File: config.mk
export PLATFORM = sky130hd
export DESIGN_NAME = irq_capture_reg
export DESIGN_NICKNAME = d
export VERILOG_FILES = /design/src/rtl/irq_capture_pkg.sv /design/src/rtl/irq_trig_sel_reg.sv /design/src/rtl/irq_ack_decode.sv /design/src/rtl/irq_pin_cell.sv /design/src/rtl/irq_capture_reg.sv
export SDC_FILE = /design/constraint.sdc
export NUM_CORES = 1
export LEC_CHECK = 0
export BUFFER_PORTS_ARGS = -buffer_cell sky130_fd_sc_hd__buf_2
export CAP_MARGIN = 5
export CORE_ASPECT_RATIO = 1.4
export CORE_MARGIN = 3
export CORE_UTILIZATION = 50
export DETAILED_ROUTE_END_ITERATION = 7
export GPL_ROUTABILITY_DRIVEN = 0
export PLACE_DENSITY_LB_ADDON = 0.05
export REMOVE_ABC_BUFFERS = 1
export SYNTH_ARGS = -nofsm -noshare
export SYNTH_HDL_FRONTEND = slang
export SYNTH_SLANG_ARGS = --single-unit
File: constraint.sdc
create_clock -name clk -period 1.52 [get_ports clk]
set_input_delay 0.152 -clock clk [delete_from_list [all_inputs] [get_ports clk]]
set_output_delay 0.152 -clock clk [all_outputs]
set_load 0.03 [all_outputs]
File: src/rtl/irq_capture_pkg.sv
package irq_capture_pkg;

    typedef enum logic [1:0] {
        CAP_NONE      = 2'b00,
        CAP_MASKED    = 2'b01,
        CAP_COALESCED = 2'b10,
        CAP_NEW       = 2'b11
    } cap_code_e;

    typedef struct packed {
        logic      req;
        logic      lvl;
        logic      evt;
        cap_code_e code;
    } cap_pin_state_t;

endpackage

File: src/rtl/irq_trig_sel_reg.sv
module irq_trig_sel_reg #(
    parameter int                    NUM_PINS = 8,
    parameter logic [NUM_PINS-1:0]   SEL_MASK = 8'hF8
) (
    input  logic                clk,
    input  logic                rst_n,
    input  logic                sel_we,
    input  logic [NUM_PINS-1:0] sel_wdata,
    output logic [NUM_PINS-1:0] sel_mode
);

    logic [NUM_PINS-1:0] sel_d, sel_q;

    always_comb begin
        sel_d = sel_q;
        if (sel_we) begin
            sel_d = sel_wdata & SEL_MASK;
        end
    end

    always_ff @(posedge clk or negedge rst_n) begin
        if (!rst_n) begin
            sel_q <= '0;
        end else begin
            sel_q <= sel_d;
        end
    end

    assign sel_mode = sel_q;

    p_sel_write_r7: assert property (@(posedge clk) disable iff (!rst_n)
        sel_we |=> sel_mode == ($past(sel_wdata) & SEL_MASK));

    p_sel_hold_r7: assert property (@(posedge clk) disable iff (!rst_n)
        !sel_we |=> $stable(sel_mode));

endmodule

File: src/rtl/irq_ack_decode.sv
module irq_ack_decode #(
    parameter int NUM_PINS = 8,
    parameter int IDX_W    = 3
) (
    input  logic                clk,
    input  logic                rst_n,
    input  logic                ack_vld,
    input  logic [IDX_W-1:0]    ack_idx,
    output logic [NUM_PINS-1:0] ack_hit
);

    for (genvar g = 0; g < NUM_PINS; g++) begin : g_hit
        assign ack_hit[g] = ack_vld && (ack_idx == IDX_W'(g));
    end

    p_ack_single_r5: assert property (@(posedge clk) disable iff (!rst_n)
        $onehot0(ack_hit));

    p_ack_present_r5: assert property (@(posedge clk) disable iff (!rst_n)
        (ack_vld && (int'(ack_idx) < NUM_PINS)) |-> $countones(ack_hit) == 1);

endmodule

File: src/rtl/irq_pin_cell.sv
module irq_pin_cell
    import irq_capture_pkg::*;
(
    input  logic       clk,
    input  logic       rst_n,
    input  logic       init_clr,
    input  logic       pin,
    input  logic       mask,
    input  logic       is_level,
    input  logic       ack_hit,
    output logic       req,
    output logic       evt,
    output logic [1:0] code
);

    cap_pin_state_t st_d, st_q;
    logic           changed;
    logic           rise;

    always_comb begin
        st_d      = st_q;
        st_d.evt  = 1'b0;
        st_d.code = CAP_NONE;
        changed   = (pin != st_q.lvl);
        rise      = pin && !st_q.lvl;
        if (init_clr) begin
            st_d.req = 1'b0;
            st_d.lvl = 1'b0;
        end else begin
            if (changed) begin
                st_d.evt = 1'b1;
                if (mask) begin
                    st_d.code = CAP_MASKED;
                end else if (pin && st_q.req) begin
                    st_d.code = CAP_COALESCED;
                end else begin
                    st_d.code = CAP_NEW;
                end
            end
            st_d.lvl = pin;
            if (is_level) begin
                st_d.req = pin;
            end else begin
                st_d.req = rise || (st_q.req && !ack_hit);
            end
        end
    end

    always_ff @(posedge clk or negedge rst_n) begin
        if (!rst_n) begin
            st_q <= '{req: 1'b0, lvl: 1'b0, evt: 1'b0, code: CAP_NONE};
        end else begin
            st_q <= st_d;
        end
    end

    assign req  = st_q.req;
    assign evt  = st_q.evt;
    assign code = st_q.code;

    p_level_follow_r1: assert property (@(posedge clk) disable iff (!rst_n)
        (!init_clr && is_level) |=> req == $past(pin));

    p_edge_set_r2: assert property (@(posedge clk) disable iff (!rst_n)
        (!init_clr && !is_level && pin && !st_q.lvl) |=> req);

    p_edge_low_hold_r3: assert property (@(posedge clk) disable iff (!rst_n)
        (!init_clr && !is_level && !pin && !ack_hit) |=> req == $past(req));

    p_code_match_r4: assert property (@(posedge clk) disable iff (!rst_n)
        evt == (code != 2'b00));

    p_ack_clear_r5: assert property (@(posedge clk) disable iff (!rst_n)
        (!init_clr && !is_level && ack_hit && !(pin && !st_q.lvl)) |=> !req);

    p_ack_vs_edge_r6: assert property (@(posedge clk) disable iff (!rst_n)
        (!init_clr && !is_level && ack_hit && pin && !st_q.lvl) |=> req);

    p_init_clear_r8: assert property (@(posedge clk) disable iff (!rst_n)
        init_clr |=> (!req && !evt && !st_q.lvl));

    p_event_pulse_r9: assert property (@(posedge clk) disable iff (!rst_n)
        (!init_clr && pin == st_q.lvl) |=> !evt);

endmodule

File: src/rtl/irq_capture_reg.sv
module irq_capture_reg #(
    parameter int                  NUM_PINS = 8,
    parameter logic [NUM_PINS-1:0] SEL_MASK = 8'hF8,
    localparam int                 IDX_W    = (NUM_PINS > 1) ? $clog2(NUM_PINS) : 1,
    localparam int                 CODE_W   = 2 * NUM_PINS
) (
    input  logic                clk,
    input  logic                rst_n,
    input  logic [NUM_PINS-1:0] pin_lvl,
    input  logic [NUM_PINS-1:0] pin_mask,
    input  logic                ack_vld,
    input  logic [IDX_W-1:0]    ack_idx,
    input  logic                sel_we,
    input  logic [NUM_PINS-1:0] sel_wdata,
    input  logic                init_clr,
    output logic [NUM_PINS-1:0] req_vec,
    output logic [NUM_PINS-1:0] evt_vld,
    output logic [CODE_W-1:0]   evt_code
);

    logic [NUM_PINS-1:0] sel_mode;
    logic [NUM_PINS-1:0] ack_hit;

    irq_trig_sel_reg #(
        .NUM_PINS (NUM_PINS),
        .SEL_MASK (SEL_MASK)
    ) u_sel (
        .clk       (clk),
        .rst_n     (rst_n),
        .sel_we    (sel_we),
        .sel_wdata (sel_wdata),
        .sel_mode  (sel_mode)
    );

    irq_ack_decode #(
        .NUM_PINS (NUM_PINS),
        .IDX_W    (IDX_W)
    ) u_ack (
        .clk     (clk),
        .rst_n   (rst_n),
        .ack_vld (ack_vld),
        .ack_idx (ack_idx),
        .ack_hit (ack_hit)
    );

    for (genvar g = 0; g < NUM_PINS; g++) begin : g_pin
        irq_pin_cell u_cell (
            .clk      (clk),
            .rst_n    (rst_n),
            .init_clr (init_clr),
            .pin      (pin_lvl[g]),
            .mask     (pin_mask[g]),
            .is_level (sel_mode[g]),
            .ack_hit  (ack_hit[g]),
            .req      (req_vec[g]),
            .evt      (evt_vld[g]),
            .code     (evt_code[2*g +: 2])
        );
    end

    p_no_stray_mode_r7: assert property (@(posedge clk) disable iff (!rst_n)
        (sel_mode & ~SEL_MASK) == '0);

    p_reset_quiet_r10: assert property (@(posedge clk) disable iff (!rst_n)
        $rose(rst_n) |-> (req_vec == '0 && evt_vld == '0));

endmodule

==> out/qor.csv, run 1 <==
stage;metric;value;unit
run_status;outcome;finished clean;
floorplan;die-area;4750;um^2
clock_network;post_cts_buffers;0;
synthesis;synth_cell_type_count;22;
clock_network;clk_pin_slew;0.07;ns
critical_path;start_kind;flip-flop;
floorplan;core;3740;um^2
floorplan;die_h;80.4;um
power_and_ir_drop;p_per_area;1120;nW/um^2
critical_path;crit_slowest_cell;or4_1;
critical_path;crit_family;simple AND/OR/NAND/NOR gates;
clock_network;clk_latency;0.29;ns
clock_network;postCtsHoldBufs;1;
sta;setup_ws;0.147;ns
critical_path;crit_buf_inv;1;
sta;period_needed;1.37;ns
sta;hold_viol;0;
clock_network;cts-root-buf;clkbuf_8;
finish;insertedDiodeCount;0;
grt;grt_pass1_wl;5670;um
sta;tightest_slew;0.597;ns
routing;postRouteAntennaNets;0;
critical_path;critPathKind;reg -> reg;
sta;finalCritPeriodShare;90.3;%
synthesis;synth_seq_cells;45;
floorplan;placementRows;26;
routing;via_per_inst;4.98;
routing;dr.pass1.iters;4;
synthesis;syn_inst;177;
synthesis;synth.cell_area;1980;um^2
routing;initialDrtViolationCount;17;
critical_path;rr_startpoint;g_pin[4].u_cell.st_q[3];
sta;rsz0062_at_grt;no;
critical_path;cp_slowest_stage_delay;0.52;ns
finish;stdcell_area;2170;um^2
clock_network;cts_made_buffers;5;
power_and_ir_drop;p_leak;1.14;nW
sta;setup-tns-final;0;ns
critical_path;critPathArrivalTime;1.52;ns
finish;multi_input_area;522;um^2
critical_path;rrSetupSlack;0.15;ns
floorplan;die_w;59.1;um
hold_path;worstHoldStart;pin_mask[7];
routing;vias;1261;
critical_path;crit_path_cell_trace;inv_1 > ha_1 > or4_1 > nor2_1 > a2111oi_1;
synthesis;syn_area_per_cell;11.2;um^2
clock_network;cts_tree;done;
run;drv_cap;0;
grt;grt_max_degree;35;
critical_path;worstSetupStartpoint;g_pin[4].u_cell.st_q[3];
routing;drc;0;
finish;syn2layout_area_growth;10.1;%
synthesis;ys_warn_count;0;
finish;drive_above_1_share;34.1;%
sta;slew_violations;0;
critical_path;crit_required;1.66;ns
hold_path;hold_path.class;in -> reg;
grt;gr-total-overflow;0;
sta;setup_viol;0;
finish;final_nets;250;
routing;wl_per_cell;13.1;um
grt;track_usage;16.1;%
sta;clock.fmax;0.728;GHz
floorplan;pin_count;64;
sta;relSlewSlack;60.2;%
clock_network;htree_levels;2;
place;post-place-ws;0.137;ns
place;place_area;2080;um^2
clock_network;cts_resized;0;
clock_network;clock-sinks;45;
power_and_ir_drop;fin_total_pwr;0.00243;W
finish;final_util;58.1;%
finish;final_cell_mix;60 x buf_2, 45 x dfrtp_1, 17 x inv_1, 15 x nor2_1, 14 x nor3_1;
grt;grt_pass1_vias;1333;
clock_network;ctsLongestPathBuffers;2;
finish;final_common_cell;buf_2;
critical_path;cp-end-kind;flip-flop;
floorplan;start_util;52.8;%
power_and_ir_drop;ir_worst_vdd;0.864;mV
place;dp_hpwl;2520;um
grt;antenna_found_initial;0;
sta;clock-skew-final;0.000833;ns
finish;regArea;1130;um^2
finish;fillCellCount;325;
place;port-buffer-count;60;
synthesis;ys_seq_area_share;57.0;%
critical_path;crit_fanout;2;
routing;drt-total-wl;3320;um
## cells by family (layout without fill, tap and decap cells)
logic type	after synthesis	after routing	synth area share, %
and+or+nand+nor	49	49	11.9
DFF	45	45	57.0
muxes	5	5	2.85
adders and majority gates	8	8	5.07
buffers and inverters	53	87	16.6
AOI/OAI and AO/OA	17	17	6.59
## report_power, final
group,internal [W],total [W],switching (W),leakage [nW]
clock network,0.000326,0.000684,0.000358,0.0395
logic,0.000145,0.000424,0.000279,0.521
registers,0.00128,0.00132,0.0000385,0.578
## cell usage after synthesis
cell type  instances  area share, %
a2111oi_0          2           0.89
a2111oi_1          3            1.5
a21oi_1            2           0.51
a311oi_1           2           0.89
buf_4             32             12
buf_6              1           0.57
clkbuf_1           2           0.38
clkbuf_2           1           0.25
dfrtp_1           45             57
ha_1               8            5.1
inv_1             17            3.2
mux2_2             5            2.8
nand2_1            8            1.5
nand2b_1           2           0.63
nand2b_2           1           0.44
nor2_1            15            2.8
nor2b_1            3           0.95
nor3_1            14            3.5
nor4_1             5            1.6
o21a_1             6            2.3
o21ai_0            2           0.51
or4_1              1           0.38
## layer usage
layer  vias to the layer above  GRT usage, %  part of all wire, %
met5                         -             0                    0
met2                        36          28.3                   54
li1                        615             -                    -
met1                       605          17.4                   38
met3                         5          5.14                  5.9
met4                         0          6.80                  2.0
## sequential cells by signal (all words and copies together), names as in the netlist
name               count
g_pin.u_cell.code     16
g_pin.u_cell.evt       8
g_pin.u_cell.req       8
g_pin.u_cell.st_q      8
u_sel.sel_mode         5
## worst register-to-register path, stage by stage, from the launching register on
cell,delay (ns)
dfrtp_1,0.32
inv_1,0.04
ha_1,0.18
or4_1,0.52
nor2_1,0.11
a2111oi_1,0.06
## per-stage QoR
step                      hold slack [ns]  instances
after global routing              0.00811        253
after floorplan                    -0.144        141
after global placement              0.157        244
after detailed placement            0.168        244
after CTS                         0.00603        253
final                              0.0150        253
## layout make-up
class                           instances  share of cell area, %
Tap cell                               42                   2.42
Timing Repair Buffer                   62                   15.2
Clock buffer                            8                   3.68
Inverter                               17                   2.93
Sequential cell                        45                   51.8
Multi-Input combinational cell         79                   24.0
## worst paths after layout
check / endpoint / cells after the start
max: g_pin[4].u_cell.req / 5
min: g_pin[7].u_cell.code[1] / 2
max reg2reg: g_pin[4].u_cell.req / 5
min reg2reg: g_pin[1].u_cell.code[0] / 1
max in group asynchronous: g_pin[6].u_cell.code[0] / 3
min in group asynchronous: g_pin[5].u_cell.code[0] / 2
Power figures use the tool's default switching activity.
==> run 2, diff against run 1 <==
PLACE_DENSITY = 0.79   (was default)
PLACE_DENSITY_LB_ADDON = default   (was 0.05)
==> run 2 against run 1 <==
Against the previous run: total power is 10% higher; critical path depth did not move; wire length grew 4.7%; maximum frequency increased by 0.62%; first-iteration DRC count grew 53%; cell area grew 1.3%; hold slack got worse by 0.0088 ns; sequential power hardly changed; via count grew 3.0%; clock skew grew 0.0030 ns; non-clock buffer count stayed put; sequential cell count unchanged; critical path type unchanged; largest cell class unchanged.
==> out/qor.csv, run 2 (synthesized netlist as in run 1, its figures left out) <==
stage;metric;value;unit;change
power_and_ir_drop;ir_worst_vdd;0.808;mV;-6.4%
finish;drive_above_1_share;35.5;%;+1.4 points
routing;initialDrtViolationCount;26;;+9
finish;insertedDiodeCount;0;;unchanged
clock_network;htree_levels;2;;unchanged
clock_network;cts_made_buffers;5;;unchanged
clock_network;clock-sinks;45;;unchanged
finish;final_nets;250;;unchanged
clock_network;clk_pin_slew;0.08;ns;about the same
critical_path;cp_slowest_stage_delay;0.52;ns;about the same
clock_network;post_cts_buffers;0;;unchanged
floorplan;die-area;4750;um^2;unchanged
floorplan;core;3740;um^2;unchanged
routing;postRouteAntennaNets;0;;unchanged
critical_path;crit_buf_inv;1;;unchanged
floorplan;die_w;59.1;um;unchanged
critical_path;crit_family;simple AND/OR/NAND/NOR gates;;
routing;vias;1299;;+3.0%
grt;gr-total-overflow;0;;unchanged
critical_path;cp-end-kind;flip-flop;;
critical_path;critPathKind;reg -> reg;;
sta;setup_viol;0;;unchanged
sta;period_needed;1.36;ns;-0.00851 ns
finish;fillCellCount;319;;-1.8%
run_status;outcome;finished clean;;
power_and_ir_drop;p_leak;1.15;nW;+1.2%
sta;relSlewSlack;60.3;%;+0.15 points
critical_path;rrSetupSlack;0.16;ns;about the same
routing;dr.pass1.iters;2;;-2
critical_path;crit_path_cell_trace;inv_1 > ha_1 > or4_1 > nor2_1 > a2111oi_1;;
finish;largest_reg_flops;16;;unchanged
power_and_ir_drop;fin_total_pwr;0.00267;W;+10%
critical_path;start_kind;flip-flop;;
sta;clock.fmax;0.733;GHz;+0.62%
sta;setup-tns-final;0;ns;unchanged
critical_path;crit_fanout;2;;unchanged
run;drv_cap;0;;unchanged
grt;track_usage;16.5;%;+0.41 points
floorplan;placementRows;26;;unchanged
critical_path;crit_slowest_cell;or4_1;;
sta;slew_violations;0;;unchanged
floorplan;die_h;80.4;um;unchanged
routing;via_per_inst;5.13;;+3.0%
grt;grt_pass1_vias;1368;;+2.6%
clock_network;cts-root-buf;clkbuf_8;;
grt;antenna_found_initial;0;;unchanged
grt;grt_max_degree;46;;+31%
hold_path;hold_path.class;in -> reg;;
sta;hold_viol;0;;unchanged
place;dp_hpwl;2550;um;+1.3%
floorplan;pin_count;64;;unchanged
sta;clock-skew-final;0.00388;ns;+0.00304 ns
floorplan;start_util;52.8;%;unchanged
finish;syn2layout_area_growth;11.5;%;
clock_network;cts_tree;done;;
grt;grt_pass1_wl;5870;um;+3.5%
routing;drc;0;;unchanged
sta;finalCritPeriodShare;89.8;%;-0.56 points
finish;final_common_cell;buf_2;;
routing;wl_per_cell;13.7;um;+4.7%
sta;rsz0062_at_grt;no;;
finish;final_cell_mix;60 x buf_2, 45 x dfrtp_1, 17 x inv_1, 15 x nor2_1, 14 x nor3_1;;
clock_network;ctsLongestPathBuffers;2;;unchanged
routing;drt-total-wl;3480;um;+4.7%
critical_path;critPathArrivalTime;1.52;ns;about the same
sta;fin_hold_ws;0.00619;ns;-0.00879 ns
power_and_ir_drop;p_per_area;1210;nW/um^2;+8.7%
critical_path;crit_required;1.67;ns;about the same
clock_network;clk_latency;0.30;ns;about the same
place;port-buffer-count;60;;unchanged
sta;tightest_slew;0.595;ns;-0.00223 ns
[run 2: cell types whose count changed in the layout (fill, tap and decap cells not counted), sizes merged]
cell	previous run	this run
clkbuf	8	6
bufinv	0	1
clkinvlp	0	1
[run 2: what timing repair did]
item	in CTS	in global routing
gates resized for setup	0	0
hold buffers	1	0
hold endpoints to repair	45	0
setup endpoints to repair	0	0
[run 2: metrics by stage]
step | utilization (%) | area [um^2] | std cells | setup slack [ns]
after detailed placement | 55.4 | 2070 | 244 | 0.153
final | 58.9 | 2200 | 253 | 0.155
after CTS | 58.9 | 2200 | 253 | 0.148
after global routing | 58.9 | 2200 | 253 | 0.0878
after floorplan | - | 1710 | 141 | 0.246
after global placement | 55.4 | 2070 | 244 | 0.205
[run 2: where the power goes]
group          internal, W  total [W]  switching [W]  leakage (nW)
sequential         0.00128    0.00132      0.0000397         0.578
clock             0.000534   0.000930       0.000396        0.0574
combinational     0.000142   0.000422       0.000280         0.516
[run 2: worst paths after layout]
kind / start / to / depth (start not counted)
worst max-delay path: g_pin[4].u_cell.st_q[3] / g_pin[4].u_cell.req / 5
worst min-delay path: pin_mask[7] / g_pin[7].u_cell.code[1] / 2
worst max register to register: g_pin[4].u_cell.st_q[3] / g_pin[4].u_cell.req / 5
worst min register to register: g_pin[1].u_cell.req / g_pin[1].u_cell.code[0] / 1
max in group asynchronous: rst_n / g_pin[6].u_cell.code[1] / 3
min in group asynchronous: rst_n / g_pin[1].u_cell.evt / 3
[run 2: routing by layer]
metal  GRT usage, %  wire (um)  part of all wire (%)  up-vias
li1               -          -                     -      620
met1           16.9       1270                    37      636
met2           30.6       1980                    57       37
met3           4.98        178                   5.1        6
met4           6.12         44                   1.3        0
met5              0          0                     0        -
[run 2: area by class of cell]
type                            count  area [um^2]  share of cell area (%)
Clock buffer                        6         82.6                    3.75
Tap cell                           42         52.6                    2.39
Clock inverter                      2         37.5                    1.70
Timing Repair Buffer               62          318                    14.4
Multi-Input combinational cell     79          522                    23.7
Sequential cell                    45         1130                    51.1
Inverter                           17         63.8                    2.90
[run 2: worst reg2reg max path, cell delays in order (launching register included)]
cell,delay [ns]
dfrtp_1,0.33
inv_1,0.04
ha_1,0.18
or4_1,0.52
nor2_1,0.10
a2111oi_1,0.06
